### config.mk
export PLATFORM = sky130hd
export DESIGN_NAME = pcam_stream_matcher
export DESIGN_NICKNAME = d
export VERILOG_FILES = /design/src/rtl/pcam_stream_matcher.sv
export SDC_FILE = /design/constraint.sdc
export NUM_CORES = 1
export LEC_CHECK = 0
export BUFFER_PORTS_ARGS = -buffer_cell sky130_fd_sc_hd__buf_2
export CAP_MARGIN = 20
export CORE_MARGIN = 2
export CORE_UTILIZATION = 63
export CTS_BUF_LIST = sky130_fd_sc_hd__clkbuf_4
export CTS_CLUSTER_SIZE = 30
export DETAILED_ROUTE_END_ITERATION = 12
export PLACE_DENSITY = 0.86
export SLEW_MARGIN = 5
export SYNTH_ARGS = -nofsm -noshare
export SYNTH_HDL_FRONTEND = slang
export SYNTH_SLANG_ARGS = --single-unit
export TNS_END_PERCENT = 100
### constraint.sdc
create_clock -name clk -period 3 [get_ports clk]
set_input_delay 0.6 -clock clk [delete_from_list [all_inputs] [get_ports clk]]
set_output_delay 0.6 -clock clk [all_outputs]
set_load 0.02 [all_outputs]
### src/rtl/pcam_stream_matcher.sv
module pcam_stream_matcher #(
  parameter int NPAT     = 4,
  parameter int MAXLEN   = 20,
  parameter int LANES    = 1,
  parameter int PIPE_DEC = 0,
  parameter int PIPE_OUT = 0,
  parameter logic [NPAT*MAXLEN*8-1:0] PAT_BYTES = {160'("LONGPATTERNSPLITTEST"),
                                                  160'("aaa"), 160'("BCA"), 160'("ABCA")},
  parameter logic [NPAT*8-1:0] PAT_LEN = {8'd20, 8'd3, 8'd3, 8'd4}
) (
  input  logic                    clk,
  input  logic                    rst,
  input  logic [LANES*8-1:0]      din,
  input  logic                    din_vld,
  output logic [LANES*NPAT-1:0]   match_o,
  output logic                    any_o
);
  localparam int DEPTH = 16;
  localparam int AGES  = LANES + DEPTH;
  localparam int NSUB  = (MAXLEN + 15) / 16;
  localparam int NHIT  = LANES * NPAT;

  logic [LANES*256-1:0] dec_c, dec_d;
  logic                 vld_d;
  logic [255:0]         win  [AGES];
  logic [255:0]         hist [DEPTH];
  logic [NHIT-1:0]      hits, hit_q;
  logic                 any_q;

  for (genvar k = 0; k < LANES; k++) begin : g_dec
    assign dec_c[k*256 +: 256] = 256'(1) << din[k*8 +: 8];
  end

  if (PIPE_DEC != 0) begin : g_dpipe
    always_ff @(posedge clk) begin
      if (rst) begin
        dec_d <= '0;
        vld_d <= 1'b0;
      end else begin
        dec_d <= dec_c;
        vld_d <= din_vld;
      end
    end
  end else begin : g_dnone
    assign dec_d = dec_c;
    assign vld_d = din_vld;
  end

  // age 0 is the newest byte of the beat
  for (genvar a = 0; a < LANES; a++) begin : g_wnew
    assign win[a] = dec_d[(LANES-1-a)*256 +: 256];
  end
  for (genvar a = 0; a < DEPTH; a++) begin : g_wold
    assign win[LANES+a] = hist[a];
  end

  always_ff @(posedge clk) begin
    if (rst) begin
      for (int i = 0; i < DEPTH; i++) hist[i] <= '0;
    end else if (vld_d) begin
      for (int i = 0; i < DEPTH; i++) hist[i] <= win[i];
    end
  end

  for (genvar p = 0; p < NPAT; p++) begin : g_pat
    localparam int L = int'(PAT_LEN[p*8 +: 8]);
    for (genvar s = 0; s < NSUB; s++) begin : g_sub
      localparam int LS = (L > 16*s) ? ((L - 16*s > 16) ? 16 : L - 16*s) : 0;
      localparam int D0 = L - 16*s - LS;
      logic [AGES-1:0] w;
      if (LS == 0) begin : g_skip
        assign w = g_sub[s-1].w;
      end else begin : g_on
        logic [AGES-1:0]  prev;
        logic [DEPTH-1:0] hold;
        if (s == 0) begin : g_first
          assign prev = '1;
        end else begin : g_chain
          assign prev = g_sub[s-1].w;
        end
        always_comb begin
          logic t;
          for (int a = 0; a < LANES; a++) begin
            t = prev[a+LS];
            for (int j = 0; j < LS; j++)
              t = t & win[a+LS-1-j][PAT_BYTES[(p*MAXLEN + D0 + LS-1-j)*8 +: 8]];
            w[a] = t;
          end
          w[AGES-1:LANES] = hold;
        end
        always_ff @(posedge clk) begin
          if (rst)        hold <= '0;
          else if (vld_d) hold <= w[DEPTH-1:0];
        end
      end
    end
    for (genvar l = 0; l < LANES; l++) begin : g_lane
      assign hits[l*NPAT+p] = vld_d & g_sub[NSUB-1].w[LANES-1-l];
    end
  end

  always_ff @(posedge clk) begin
    if (rst) begin
      hit_q <= '0;
      any_q <= 1'b0;
    end else begin
      hit_q <= hits;
      any_q <= |hits;
    end
  end

  if (PIPE_OUT != 0) begin : g_opipe
    logic [NHIT-1:0] hit_r;
    logic            any_r;
    always_ff @(posedge clk) begin
      if (rst) begin
        hit_r <= '0;
        any_r <= 1'b0;
      end else begin
        hit_r <= hit_q;
        any_r <= any_q;
      end
    end
    assign match_o = hit_r;
    assign any_o   = any_r;
  end else begin : g_onone
    assign match_o = hit_q;
    assign any_o   = any_q;
  end


  reset_clear_chk: assert property (@(posedge clk) rst |=> (match_o == '0 && !any_o));

  any_or_chk: assert property (@(posedge clk) disable iff (rst) any_o == (match_o != '0));

  idle_no_hit_chk: assert property (@(posedge clk) disable iff (rst) !vld_d |=> hit_q == '0);

  hist_hold_chk: assert property (@(posedge clk) disable iff (rst) !vld_d |=> $stable(hist[0]));

  hist_shift_chk: assert property (@(posedge clk) disable iff (rst) vld_d |=> hist[0] == $past(win[0]));
endmodule

==> results.sh <==
export IMPL_numCtsBuffers=17
export IMPL_finalHoldViolCount=0
export IMPL_comb_power_share_pct=3.4
export IMPL_swShare_pct=19.98
export IMPL_die_y_um=87.28
export IMPL_drive_gt1_share_pct=16.09
export IMPL_ant_nets=0
export IMPL_slew_viol_final=0
export IMPL_synth_fp_nets=289
export IMPL_synth_distinct_cells=27
export IMPL_skew_ns=0.01175
export IMPL_critPathKind="primary input to flip-flop"
export IMPL_post_cts_buffers=0
export IMPL_synth_warnings=0
export IMPL_clock_root_buffer="clkbuf_4"
export IMPL_critical_path_required_ns=3.18
export IMPL_worst_slack_ns=1.317
export IMPL_dpl_hpwl_mm=3.500
export IMPL_cts_resized=0
export IMPL_syn_area_sq_um=4369
export IMPL_avgViaCountPerCell=5.345
export IMPL_coreArea_sq_um=6756
export IMPL_dr_pass1_iters=4
export IMPL_setup_viol=0
export IMPL_p_per_area_nw_per_um2=639.2
export IMPL_grt_usage_pct=17.52
export IMPL_tritoncts="built"
export IMPL_crit_arrival_ns=1.87
export IMPL_clkLatencyLatePin_ns=0.49
export IMPL_power_total_uw=3091
export IMPL_io_pins=16
export IMPL_cts_max_path_buffers=2
export IMPL_netlist_area_leader_share_pct=73.54
export IMPL_synth_cells=278
export IMPL_antennaDiodeCount=0
export IMPL_initial_core_util_pct=64.67
export IMPL_cts_sinks=116
export IMPL_wire_per_inst_um=14.99
export IMPL_period_share_pct=56.11
export IMPL_row_count=30
export IMPL_vias=2122
export IMPL_internal_power_uw=2474
export IMPL_fp_dieArea_sq_um=7617
export IMPL_grt_pass1_vias=2064
export IMPL_grt_max_degree=75
export IMPL_cts_max_level=4
export IMPL_io_buffers=15
export IMPL_gp_congestion=0.7295
export IMPL_status="complete, no violations"
export IMPL_yosysTopAreaCell="edfxtp_1"
export IMPL_gr_total_overflow=0
export IMPL_pre_cts_slack_ns=0.7987
export IMPL_startpoint_type="primary input"
export IMPL_syn_to_final_growth_pct=10.68
export IMPL_finalSetupTns_ns=0
export IMPL_wirelength_mm=5.952
export IMPL_drt_iter0_markers=90
export IMPL_antenna_found_initial=0
export IMPL_holdWs_ns=0.4178
export IMPL_p_leak_uw=0.001880
export IMPL_fin_util_pct=71.57
export IMPL_synth_seq_area_share_pct=77.66
export IMPL_route_detailed_drc=0
export IMPL_rsz0062_at_grt="no"
export IMPL_layout_nets=315
export IMPL_post_route_min_period_ns=1.683
export IMPL_ys_ff_latch=116
export IMPL_worst_pin_slew_ns=0.6133
export IMPL_maxCapViolations=0
export IMPL_hold_class="primary input to flip-flop"
export IMPL_netSwitchingPower_uw=617.7
export IMPL_die_w_um=87.28
export IMPL_peakVddDrop_mv=0.2943
export IMPL_critPathMaxFanout=45
export IMPL_critPathCaptureType="flip-flop"
export IMPL_p_seq_share_pct=60.8
export IMPL_cts_reportedPaths_clkPinSlew_ns=0.10
export IMPL_cts_hold_buf=0
export IMPL_grt_pass1_wl_mm=9.508
export IMPL_netlist_top_cells_area="edfxtp_1 (74%), and2_1 (11%), dfxtp_1 (4.1%)"
export IMPL_syn_area_per_cell_sq_um=15.72
export IMPL_fmax_ghz=0.5940
export IMPL_pwr_share_clk_pct=35.8
export IMPL_slew_headroom_pct=59.11
path summary, 6_finish.rpt:
kind,from,end,slack (ns),depth (start not counted)
min reg2reg,g_pat[3].g_sub[0].g_on.hold[0]$_SDFFE_PP0P_,g_pat[3].g_sub[0].g_on.hold[0]$_SDFFE_PP0P_,0.50,2
max,rst,hist[0][852]$_SDFFCE_PN0P_,1.32,3
min,din[5],match_o[2]$_SDFF_PP0_,0.42,3
max reg2reg,hist[0][1876]$_SDFFCE_PN0P_,g_pat[3].g_sub[0].g_on.hold[0]$_SDFFE_PP0P_,1.76,3
synthesized netlist by cell type:
cell type / count
o22ai_1: 2
or3b_1: 1
nor2b_1: 18
and4_1: 1
edfxtp_1: 107
buf_2: 2
nor4bb_1: 1
nor3b_1: 1
nand2_1: 2
dfxtp_1: 9
nor4_1: 3
nand2b_1: 4
and2_1: 77
nand4_1: 6
nor2_1: 12
inv_1: 4
mux2i_1: 3
nor3b_2: 1
clkbuf_1: 11
and3b_1: 1
or4_1: 2
and4b_1: 2
nor4b_1: 1
nor3_1: 2
or2_2: 2
nand3_1: 2
and3_1: 1
power groups by stage:
stage / logic (uW) / clock network [uW] / registers (uW)
5_1_grt: 118 / 1200 / 1890
2_1_floorplan: 69.8 / 0 / 1910
3_5_place_dp: 106 / 0 / 1920
4_1_cts: 107 / 1140 / 1880
3_3_place_gp: 101 / 0 / 1910
6_report: 105 / 1110 / 1880
routing by layer:
layer | routed length, um | global-route usage, % | vias up
li1 | - | - | 1048
met4 | 74 | 8.392 | 0
met2 | 2954 | 26.52 | 33
met1 | 2689 | 21.98 | 1031
met3 | 233 | 7.393 | 10
met5 | 0 | 0 | -
sequential cells by signal (all words and copies together) (netlist names):
| register | cells |
|---|---|
| hist | 107 |
| g_pat.g_sub.g_on.hold | 4 |
| any_o | 1 |
| match_o | 4 |
logic make-up after synthesis:
kind of cell | Yosys count | share of synthesized area [%]
flip-flops | 116 | 77.66
AND/OR/NAND/NOR | 140 | 19.85
multiplexers | 3 | 0.6873
buffers and inverters | 17 | 1.518
AO/OA/AOI/OAI | 2 | 0.2863
worst max-delay path: stages:
cell and delay [ns]:
buf_2 0.33, or2_4 0.60, buf_4 0.33
layout by cell type (no fill, tap or decap), types with 2 or more instances in the layout:
| master | Yosys | layout |
|---|---|---|
| and2_1 | 77 | 77 |
| and4b_1 | 2 | 2 |
| buf_2 | 2 | 15 |
| buf_4 | 0 | 4 |
| bufinv_16 | 0 | 3 |
| clkbuf_4 | 0 | 19 |
| clkinv_1 | 0 | 5 |
| clkinv_2 | 0 | 3 |
| dfxtp_1 | 9 | 9 |
| edfxtp_1 | 107 | 107 |
| inv_1 | 4 | 4 |
| mux2i_1 | 3 | 3 |
| nand2_1 | 2 | 2 |
| nand2b_1 | 4 | 4 |
| nand3_1 | 2 | 2 |
| nand4_1 | 6 | 6 |
| nor2_1 | 12 | 12 |
| nor2b_1 | 18 | 17 |
| nor3_1 | 2 | 2 |
| nor4_1 | 3 | 3 |
| o22ai_1 | 2 | 2 |
| or4_1 | 2 | 2 |
stage by stage:
| step | area, sq um | cells |
|---|---|---|
| finish | 4836 | 397 |
| global route | 4836 | 397 |
| CTS | 4836 | 397 |
| detailed placement | 4553 | 365 |
| global placement | 4553 | 365 |
| floorplan | 4369 | 278 |
final cells by class:
class | instances | area (sq um)
flip-flops and latches | 116 | 3393
fillers | 418 | 1921
multi-input cells | 145 | 919.6
clock buffers | 19 | 142.6
clock inverters | 13 | 140.1
repair buffers | 20 | 125.1
well taps | 80 | 100.1
inverters | 4 | 15.01
Power figures use the tool's default switching activity.
